**config.mk**
```make
export PLATFORM = sky130hd
export DESIGN_NAME = pll_reprog_seq
export DESIGN_NICKNAME = d
export VERILOG_FILES = /design/src/rtl/pll_seq_pkg.sv /design/src/rtl/pll_mult_window.sv /design/src/rtl/pll_ratio_calc.sv /design/src/rtl/pll_dwell_timer.sv /design/src/rtl/pll_reprog_seq.sv
export SDC_FILE = /design/constraint.sdc
export NUM_CORES = 1
export LEC_CHECK = 0
export BUFFER_PORTS_ARGS = -buffer_cell sky130_fd_sc_hd__buf_4
export CORE_ASPECT_RATIO = 0.7
export CORE_UTILIZATION = 55
export DETAILED_ROUTE_END_ITERATION = 16
export PLACE_DENSITY_LB_ADDON = 0.25
export SLEW_MARGIN = 20
export SYNTH_ARGS = -nofsm -noshare
export SYNTH_HDL_FRONTEND = slang
export SYNTH_SLANG_ARGS = --single-unit
```
**constraint.sdc**
```tcl
create_clock -name clk -period 5.65 [get_ports clk]
set_clock_uncertainty 0.15 [all_clocks]
set_input_delay 1.13 -clock clk [delete_from_list [all_inputs] [get_ports clk]]
set_output_delay 1.13 -clock clk [all_outputs]
set_load 0.01 [all_outputs]
```
**src/rtl/pll_seq_pkg.sv**
```systemverilog
package pll_seq_pkg;

    typedef enum logic [1:0] {
        ST_IDLE = 2'd0,
        ST_BYP  = 2'd1,
        ST_HOLD = 2'd2,
        ST_LOCK = 2'd3
    } step_e;

endpackage

```
**src/rtl/pll_mult_window.sv**
```systemverilog
module pll_mult_window #(
    parameter int MUL_W   = 5,
    parameter int MUL_MIN = 3,
    parameter int MUL_MAX = 20
) (
    input  logic [MUL_W-1:0] mult_i,
    output logic             in_range_o
);
    localparam logic [MUL_W:0] LO = (MUL_W+1)'(MUL_MIN);
    localparam logic [MUL_W:0] HI = (MUL_W+1)'(MUL_MAX);

    always_comb begin
        in_range_o = ({1'b0, mult_i} >= LO) && ({1'b0, mult_i} <= HI);
    end
endmodule

```
**src/rtl/pll_ratio_calc.sv**
```systemverilog
module pll_ratio_calc #(
    parameter int MUL_W       = 5,
    parameter bit DOUBLE_MODE = 1'b0
) (
    input  logic [MUL_W-1:0] mult_i,
    output logic [MUL_W:0]   ratio_o
);
    generate
        if (DOUBLE_MODE) begin : g_twice
            assign ratio_o = {mult_i, 1'b0};
        end else begin : g_plus_one
            assign ratio_o = {1'b0, mult_i} + (MUL_W+1)'(1);
        end
    endgenerate
endmodule

```
**src/rtl/pll_dwell_timer.sv**
```systemverilog
module pll_dwell_timer #(
    parameter int CNT_W = 8
) (
    input  logic             clk,
    input  logic             rst_n,
    input  logic             load_i,
    input  logic [CNT_W-1:0] load_val_i,
    output logic             zero_o
);
    logic [CNT_W-1:0] cnt_d, cnt_q;

    always_comb begin
        cnt_d = cnt_q;
        if (load_i) begin
            cnt_d = load_val_i;
        end else if (cnt_q != '0) begin
            cnt_d = cnt_q - CNT_W'(1);
        end
    end

    always_ff @(posedge clk or negedge rst_n) begin
        if (!rst_n) cnt_q <= '0;
        else        cnt_q <= cnt_d;
    end

    assign zero_o = (cnt_q == '0);
endmodule

```
**src/rtl/pll_reprog_seq.sv**
```systemverilog
module pll_reprog_seq
    import pll_seq_pkg::*;
#(
    parameter int MUL_W       = 5,
    parameter int MUL_MIN     = 3,
    parameter int MUL_MAX     = 20,
    parameter int MUL_RST     = 3,
    parameter int BYP_CYC     = 4,
    parameter int RST_CYC     = 6,
    parameter int LOCK_CYC    = 10,
    parameter bit DOUBLE_MODE = 1'b0
) (
    input  logic             clk,
    input  logic             rst_n,
    input  logic             start_i,
    input  logic [MUL_W-1:0] mult_i,
    output logic             pll_sel_o,
    output logic             ext_sel_o,
    output logic             pll_rst_n_o,
    output logic             pll_off_o,
    output logic [MUL_W-1:0] mult_o,
    output logic [MUL_W:0]   ratio_o,
    output logic             busy_o,
    output logic             done_o,
    output logic             reject_o,
    output logic             overlap_o,
    output logic [1:0]       step_o
);
    localparam int MAX_A = (BYP_CYC > RST_CYC) ? BYP_CYC : RST_CYC;
    localparam int MAX_CYC = (MAX_A > LOCK_CYC) ? MAX_A : LOCK_CYC;
    localparam int CNT_W = $clog2(MAX_CYC + 1) + 1;
    localparam logic [CNT_W-1:0] BYP_LD  = CNT_W'(BYP_CYC - 1);
    localparam logic [CNT_W-1:0] RST_LD  = CNT_W'(RST_CYC - 1);
    localparam logic [CNT_W-1:0] LOCK_LD = CNT_W'(LOCK_CYC - 1);

    typedef struct packed {
        step_e            step;
        logic             pll_sel;
        logic             ext_sel;
        logic             pll_rst_n;
        logic             pll_off;
        logic [MUL_W-1:0] mult;
        logic [MUL_W-1:0] pend;
        logic             busy;
        logic             done;
        logic             reject;
        logic             overlap;
    } seq_s;

    seq_s             s_d, s_q;
    logic             in_range;
    logic             tmr_load;
    logic [CNT_W-1:0] tmr_val;
    logic             tmr_zero;

    pll_mult_window #(.MUL_W(MUL_W), .MUL_MIN(MUL_MIN), .MUL_MAX(MUL_MAX)) u_window (
        .mult_i     (mult_i),
        .in_range_o (in_range)
    );

    pll_dwell_timer #(.CNT_W(CNT_W)) u_timer (
        .clk        (clk),
        .rst_n      (rst_n),
        .load_i     (tmr_load),
        .load_val_i (tmr_val),
        .zero_o     (tmr_zero)
    );

    pll_ratio_calc #(.MUL_W(MUL_W), .DOUBLE_MODE(DOUBLE_MODE)) u_ratio (
        .mult_i  (s_q.mult),
        .ratio_o (ratio_o)
    );

    always_comb begin
        s_d         = s_q;
        s_d.done    = 1'b0;
        s_d.reject  = 1'b0;
        s_d.overlap = 1'b0;
        tmr_load    = 1'b0;
        tmr_val     = '0;
        if (start_i && (s_q.step != ST_IDLE)) s_d.overlap = 1'b1;
        unique case (s_q.step)
            ST_IDLE: begin
                if (start_i) begin
                    if (in_range) begin
                        s_d.step    = ST_BYP;
                        s_d.pll_sel = 1'b0;
                        s_d.ext_sel = 1'b0;
                        s_d.busy    = 1'b1;
                        s_d.pend    = mult_i;
                        tmr_load    = 1'b1;
                        tmr_val     = BYP_LD;
                    end else begin
                        s_d.reject  = 1'b1;
                    end
                end
            end
            ST_BYP: begin
                if (tmr_zero) begin
                    s_d.step      = ST_HOLD;
                    s_d.pll_rst_n = 1'b0;
                    s_d.pll_off   = 1'b0;
                    s_d.mult      = s_q.pend;
                    tmr_load      = 1'b1;
                    tmr_val       = RST_LD;
                end
            end
            ST_HOLD: begin
                if (tmr_zero) begin
                    s_d.step      = ST_LOCK;
                    s_d.pll_rst_n = 1'b1;
                    tmr_load      = 1'b1;
                    tmr_val       = LOCK_LD;
                end
            end
            ST_LOCK: begin
                if (tmr_zero) begin
                    s_d.step    = ST_IDLE;
                    s_d.pll_sel = 1'b1;
                    s_d.busy    = 1'b0;
                    s_d.done    = 1'b1;
                end
            end
            default: s_d.step = ST_IDLE;
        endcase
    end

    always_ff @(posedge clk or negedge rst_n) begin
        if (!rst_n) begin
            s_q           <= '0;
            s_q.step      <= ST_IDLE;
            s_q.ext_sel   <= 1'b1;
            s_q.pll_rst_n <= 1'b0;
            s_q.pll_off   <= 1'b1;
            s_q.mult      <= MUL_W'(MUL_RST);
            s_q.pend      <= MUL_W'(MUL_RST);
        end else begin
            s_q <= s_d;
        end
    end

    assign pll_sel_o   = s_q.pll_sel;
    assign ext_sel_o   = s_q.ext_sel;
    assign pll_rst_n_o = s_q.pll_rst_n;
    assign pll_off_o   = s_q.pll_off;
    assign mult_o      = s_q.mult;
    assign busy_o      = s_q.busy;
    assign done_o      = s_q.done;
    assign reject_o    = s_q.reject;
    assign overlap_o   = s_q.overlap;
    assign step_o      = s_q.step;

    // Bypass age: cycles the output has spent on the bypass path (saturating)
    logic [CNT_W-1:0] byp_age_q;
    always_ff @(posedge clk or negedge rst_n) begin
        if (!rst_n)                  byp_age_q <= '0;
        else if (s_q.pll_sel)        byp_age_q <= '0;
        else if (byp_age_q != '1)    byp_age_q <= byp_age_q + CNT_W'(1);
    end

    assert_byp_dwell_R3: assert property (@(posedge clk) disable iff (!rst_n)
        $fell(pll_rst_n_o) |-> (byp_age_q >= CNT_W'(BYP_CYC)));

    assert_hold_follows_bypass_R4: assert property (@(posedge clk) disable iff (!rst_n)
        (step_o == 2'd2) |-> ($past(step_o) == 2'd1 || $past(step_o) == 2'd2));

    assert_sel_after_release_R5: assert property (@(posedge clk) disable iff (!rst_n)
        $rose(pll_sel_o) |-> (pll_rst_n_o && !pll_off_o));

    assert_done_single_R6: assert property (@(posedge clk) disable iff (!rst_n)
        done_o |=> !done_o);

    assert_overlap_flag_R8: assert property (@(posedge clk) disable iff (!rst_n)
        (start_i && busy_o) |=> overlap_o);

    assert_mult_safe_R10: assert property (@(posedge clk) disable iff (!rst_n)
        !$stable(mult_o) |-> (!pll_rst_n_o && !pll_sel_o));

endmodule

```
* After elaboration in Yosys (flattened, before gate mapping)
Index checks and enable logic that the tools add are counted.
** Storage, ports and cells
- Register bits :: 25
- Latch bits :: 0
- RAM bits :: 0
- ROM bits :: 0
- Input port bits :: 8
- Output and inout bits :: 21
- Word-level logic and storage cells :: 69
- Memories :: 0
** Cells by class
- $add $sub $neg :: 2
- Multiply operators :: 0
- Div/mod/pow operators :: 0
- Magnitude comparators :: 2
- Equal/unequal tests :: 8
- Shifts and indexed selects :: 0
- Muxes and demuxes :: 30
- Bitwise operators :: 0
- Reduce and logical (&&, ||, !) cells :: 15
** Operators with widths (count)
- two-way mux 5 bit :: 3
- one-hot mux 5 bit (3 select lines) :: 1
- two-way mux 4 bit :: 3
- two-way mux 1 bit :: 11
- != test 2 bit (second input constant) :: 5
- two-way mux 2 bit :: 4
- one-hot mux 1 bit (2 select lines) :: 4
- one-hot mux 2 bit (4 select lines) :: 1
- nonzero test 2 bit :: 4
- two-way mux 7 bit :: 1
- adder 5 x 1 -> 6 bit (second input constant) :: 1
- two-way mux 3 bit :: 2
- AND reduction 3 bit :: 2
- greater-or-equal comparator 5 x 2 -> 1 bit (second input constant) :: 1
- less-or-equal comparator 5 bit (second input constant) :: 1
- logical NOT 5 bit :: 1
- AND reduction 5 bit :: 1
- nonzero test 5 bit :: 1
- subtractor 5 x 1 -> 5 bit (second input constant) :: 1
- == test 2 bit (second input constant) :: 2
- AND reduction 4 bit :: 1
- == test 2 x 1 -> 1 bit (second input constant) :: 1
- logical AND 1 bit :: 2
- logical NOT 2 bit :: 1
- other kinds (2) :: 2

* Logic depth before layout (Yosys ltp)
- Depth after elaboration :: 6
- Depth in mapped cells :: 6
- Mapped depth without buffers :: 6

* Hierarchy
Synthesis repeated with hierarchy kept, for this count alone.
** Unflattened totals
- Cell total of the unflattened synthesis :: 116
- Area total of the unflattened synthesis :: 1343.8 µm²
** By module, submodules not included
- pll_reprog_seq :: instances 1, cells an instance 76, area an instance 967.2 µm², sequential area each 508.0 µm²
- pll_dwell_timer :: instances 1, cells an instance 27, area an instance 279.0 µm², sequential area each 125.1 µm²
- pll_ratio_calc :: instances 1, cells an instance 10, area an instance 65.1 µm², sequential area each 0.0 µm²
- pll_mult_window :: instances 1, cells an instance 3, area an instance 32.5 µm², sequential area each 0.0 µm²

* Least setup slack after synthesis
OpenSTA, ideal clock, no wires.
- Path kind :: input -> register
- Start :: input port mult_i[0]
- End :: register u_timer.cnt_q[1]
- Library setup time :: 0.131 ns
- Arrival :: 2.138 ns
- Data required time :: 5.369 ns
- Slack :: 3.231 ns
- Cell stages on the path :: 4
- Path buffers :: 0
- Cells stage by stage :: a2111o_1 nand4b_4 nor2_2 or3_1
** On the way
- Word-level cells in the longest chain between the ends :: 6
- Elaborated cells on any way between the ends :: 11
- Those cells by class :: order compare: 2; mux: 7; reduce/logical: 2
** RTL lines
- start: declaration :: line pll_reprog_seq.sv:16 : input logic [MUL_W-1:0] mult_i,
- greater-or-equal comparator 5 x 2 -> 1 bit / less-or-equal comparator 5 bit (equally long branches) :: line pll_mult_window.sv:13 : in_range_o = ({1'b0, mult_i} >= LO) && ({1'b0, mult_i} <= HI);
- logical AND 1 bit * :: line pll_mult_window.sv:13
- two-way mux 2 bit / two-way mux 1 bit (equally long branches) :: line pll_reprog_seq.sv:85 : if (in_range) begin
- two-way mux 5 bit / two-way mux 1 bit (equally long branches) :: line pll_reprog_seq.sv:84 : if (start_i) begin
- one-hot mux 5 bit (3 select lines) / one-hot mux 1 bit (2 select lines) (equally long branches) :: line pll_reprog_seq.sv:82 : unique case (s_q.step)
- two-way mux 5 bit / nonzero test 2 bit (equally long branches)
- end signal: assignment :: line pll_dwell_timer.sv:23 : else cnt_q <= cnt_d;
- end: declaration :: line pll_dwell_timer.sv:10 : logic [CNT_W-1:0] cnt_d, cnt_q;
Mark *: on every way between the ends. The rest lies on a longest branch, timed or not.
A chain may end at the register's enable or synchronous reset.

* Worst setup path after layout
- Start :: register s_q, in the netlist mult_o[0]
- End :: output port ratio_o[4]
** On the way
- Word-level cells in the longest chain between the ends :: 1
** RTL lines
- start: declaration :: line pll_reprog_seq.sv:50 : seq_s s_d, s_q;
- adder 5 x 1 -> 6 bit :: line pll_ratio_calc.sv:12 : assign ratio_o = {1'b0, mult_i} + (MUL_W+1)'(1);
- end: declaration :: line pll_reprog_seq.sv:22 : output logic [MUL_W:0] ratio_o,
No other way between the ends.

==> run metrics <==
outcome=completed; Post-synth EDFFs=0; via density per instance=5.34; Worst Setup Slack, final=2850 ps; Hold Path Class=register to register; Initial DRC Count=19; hold path cells=1; synthesized area per cell=11.6 µm²; main flop type after synthesis=dfrtp_1; TritonCTS Buffers=3; number of buffers added on ports=28; Die Ht=43.1 µm; clock root buffer master=clkbuf_4; final critical-path required period=2800 ps; hold_sp=pll_off_o$_DFFE_PN1P_; layout cells sized above 1=0.386; Max Cap Viol=0; met1 global-route usage=0.293; die area=2620 µm²; Most Used Layer, Global Route=met2; Post-Layout Cell Count=172; setup violators final=0; RSZ-0062 raised after global routing=no; post-CTS sizing=0; FF-to-FF Start=step_o[0]$_DFFE_PN0P_; Max rail drop VDD=0.276 mV; # rows=14; Hold Path Sink=pll_off_o$_DFFE_PN1P_; register area share after synthesis=0.476; Critical Path RT=4370 ps; Crit Path Max Fanout=6; Final Max Tran Viols=0; initial antenna violation count=0; Initial Utilization=0.602; depth of the CTS H-tree=1; GP Congestion=0.773; global-route wire length before repair=4150 µm; Post-Syn Area=1330 µm²; largest net degree at the start of global routing=26; CTS tree=yes; CP cell instances=ha_1, nand3_1, xnor2_1, buf_4; most common cell after layout, fill and taps aside=buf_4; CTS Hold Bufs=0; Fmax=0.357 GHz; Mapped Nets=131; total track usage=0.226; Tightest Pin Transition=393 ps; critical path endpoint category=output pin; Syn Inst Count=115; Reg2Reg Depth=6; R2R setup slack=3670 ps; critical path startpoint category=register; Area contributors post-synth=dfrtp_1 (36%), dfstp_2 (12%), mux2_2 (8.5%); clock latency on the worst-skew pair=320 ps; FF-to-FF End=u_timer.cnt_q[2]$_DFFE_PN0P_; Detail Route Antenna Nets=0; final WL=2510 µm; P&R area growth vs syn=16.9%; critical path class=register to output pin; Slew HR=0.737; most frequent cells in the layout=buf_4 (28), dfrtp_1 (19), mux2_2 (10); vias in the first global route=899; Core Box Area=2210 µm²; I/O pins=29; Synth area leader=dfrtp_1; Final Core Density=0.704; Synth warnings=0; Die W=60.8 µm; fin crit share=0.495; Fin. Hold Viols=0; GR met3 Demand/Resource=0.0640; fin nets=157; Sink Count=25; CP arrival=1520 ps; FF+latch count, synth=25; total chip power=785 µW; drt drc=0; M2 GR Usage=0.367; Max Root-Sink Buffers=2; Worst Setup SP=mult_o[0]$_DFFE_PN1P_; Async SR Flop Fraction=1.00; post-synth top area share=0.358; PD cells=505 nW/µm²; CP max-delay cell=dfstp_2; total gr overflow=0; dpl cells=168; Crit path largest cell delay=590 ps; DPL Wire Length=1950 µm; Placement Setup Slack=3000 ps; Total Negative Setup Slacks=0 ps; ant diodes=0; routed via count=919; postcts setup bufs=0; LEAKAGE=0.000759 µW; Yosys cell types=36; Routed WL per cell=14.6 µm; CTS clk-pin slew, worst paths=130 ps; drt pass-1 iters=4
==> registers in the layout (all words and copies together) (netlist names) <==
signal / count
reject_o: 1
pll_sel_o: 1
mult_o: 5
done_o: 1
u_timer.cnt_q: 5
overlap_o: 1
s_q: 5
busy_o: 1
pll_off_o: 1
ext_sel_o: 1
pll_rst_n_o: 1
step_o: 2
==> logic make-up (layout without fill, tap and decap cells) <==
| logic type | Yosys count | count (layout) | synth area share |
|---|---|---|---|
| AND/OR/NAND/NOR | 33 | 33 | 0.155 |
| AO/OA/AOI/OAI | 16 | 16 | 0.0904 |
| buffers and inverters | 15 | 40 | 0.0621 |
| XOR/XNOR | 5 | 5 | 0.0330 |
| multiplexers | 13 | 13 | 0.107 |
| adder cells (fa/ha/maj) | 8 | 8 | 0.0753 |
| flip-flops | 25 | 25 | 0.476 |
==> worst max-delay path, delay by kind of cell, from the launching register on <==
family,cells,cell delay [ps]
XOR/XNOR,1,160
adder cells (fa/ha/maj),1,190
buffers and inverters,1,150
flip-flops,1,590
AND/OR/NAND/NOR,1,100
==> routing by layer <==
layer  vias to the layer above  wire (µm)
met5                         -          0
met4                         0         25
met3                         2        135
met2                        28       1190
met1                       442       1160
li1                        447          -
==> worst max-delay path by stage <==
stage	end	slack, ps	depth (start not counted)
finish	ratio_o[4]	2850	4
global route	ratio_o[4]	2730	4
CTS	ratio_o[4]	2820	4
detailed placement	u_timer.cnt_q[2]$_DFFE_PN0P_	3000	5
global placement	u_timer.cnt_q[1]$_DFFE_PN0P_	3070	5
floorplan	u_timer.cnt_q[1]$_DFFE_PN0P_	3230	4
==> layout make-up <==
class | count | area, µm²
inverters | 8 | 30.0
fillers | 162 | 653
well taps | 32 | 40.0
flip-flops and latches | 25 | 633
multi-input cells | 75 | 613
clock buffers | 3 | 22.5
clock inverters | 1 | 5.00
repair buffers | 28 | 210
==> Yosys cell counts, types with 2 or more instances <==
cell type / n
or3_1: 2
a32o_1: 2
xnor2_1: 2
nand2_1: 7
buf_4: 7
mux2i_1: 3
inv_1: 8
nor2_1: 6
nor3_1: 3
nand3_1: 3
dfstp_2: 6
mux2_2: 10
dfrtp_1: 19
xor2_1: 3
a21oi_1: 5
ha_1: 8
and2_1: 2
==> where the power goes <==
| group | total [µW] | internal, µW | switching (µW) |
|---|---|---|---|
| clock network | 78.6 | 26.5 | 52.1 |
| logic | 384 | 197 | 187 |
| registers | 322 | 256 | 65.8 |
| total | 785 | 479 | 305 |
==> per-stage QoR <==
step | hold WS, ps | area, µm²
6_report | 353 | 1550
3_5_place_dp | 342 | 1530
3_3_place_gp | 331 | 1530
2_1_floorplan | 325 | 1330
5_1_grt | 376 | 1550
4_1_cts | 360 | 1550
(Power assumes the default switching activity.)
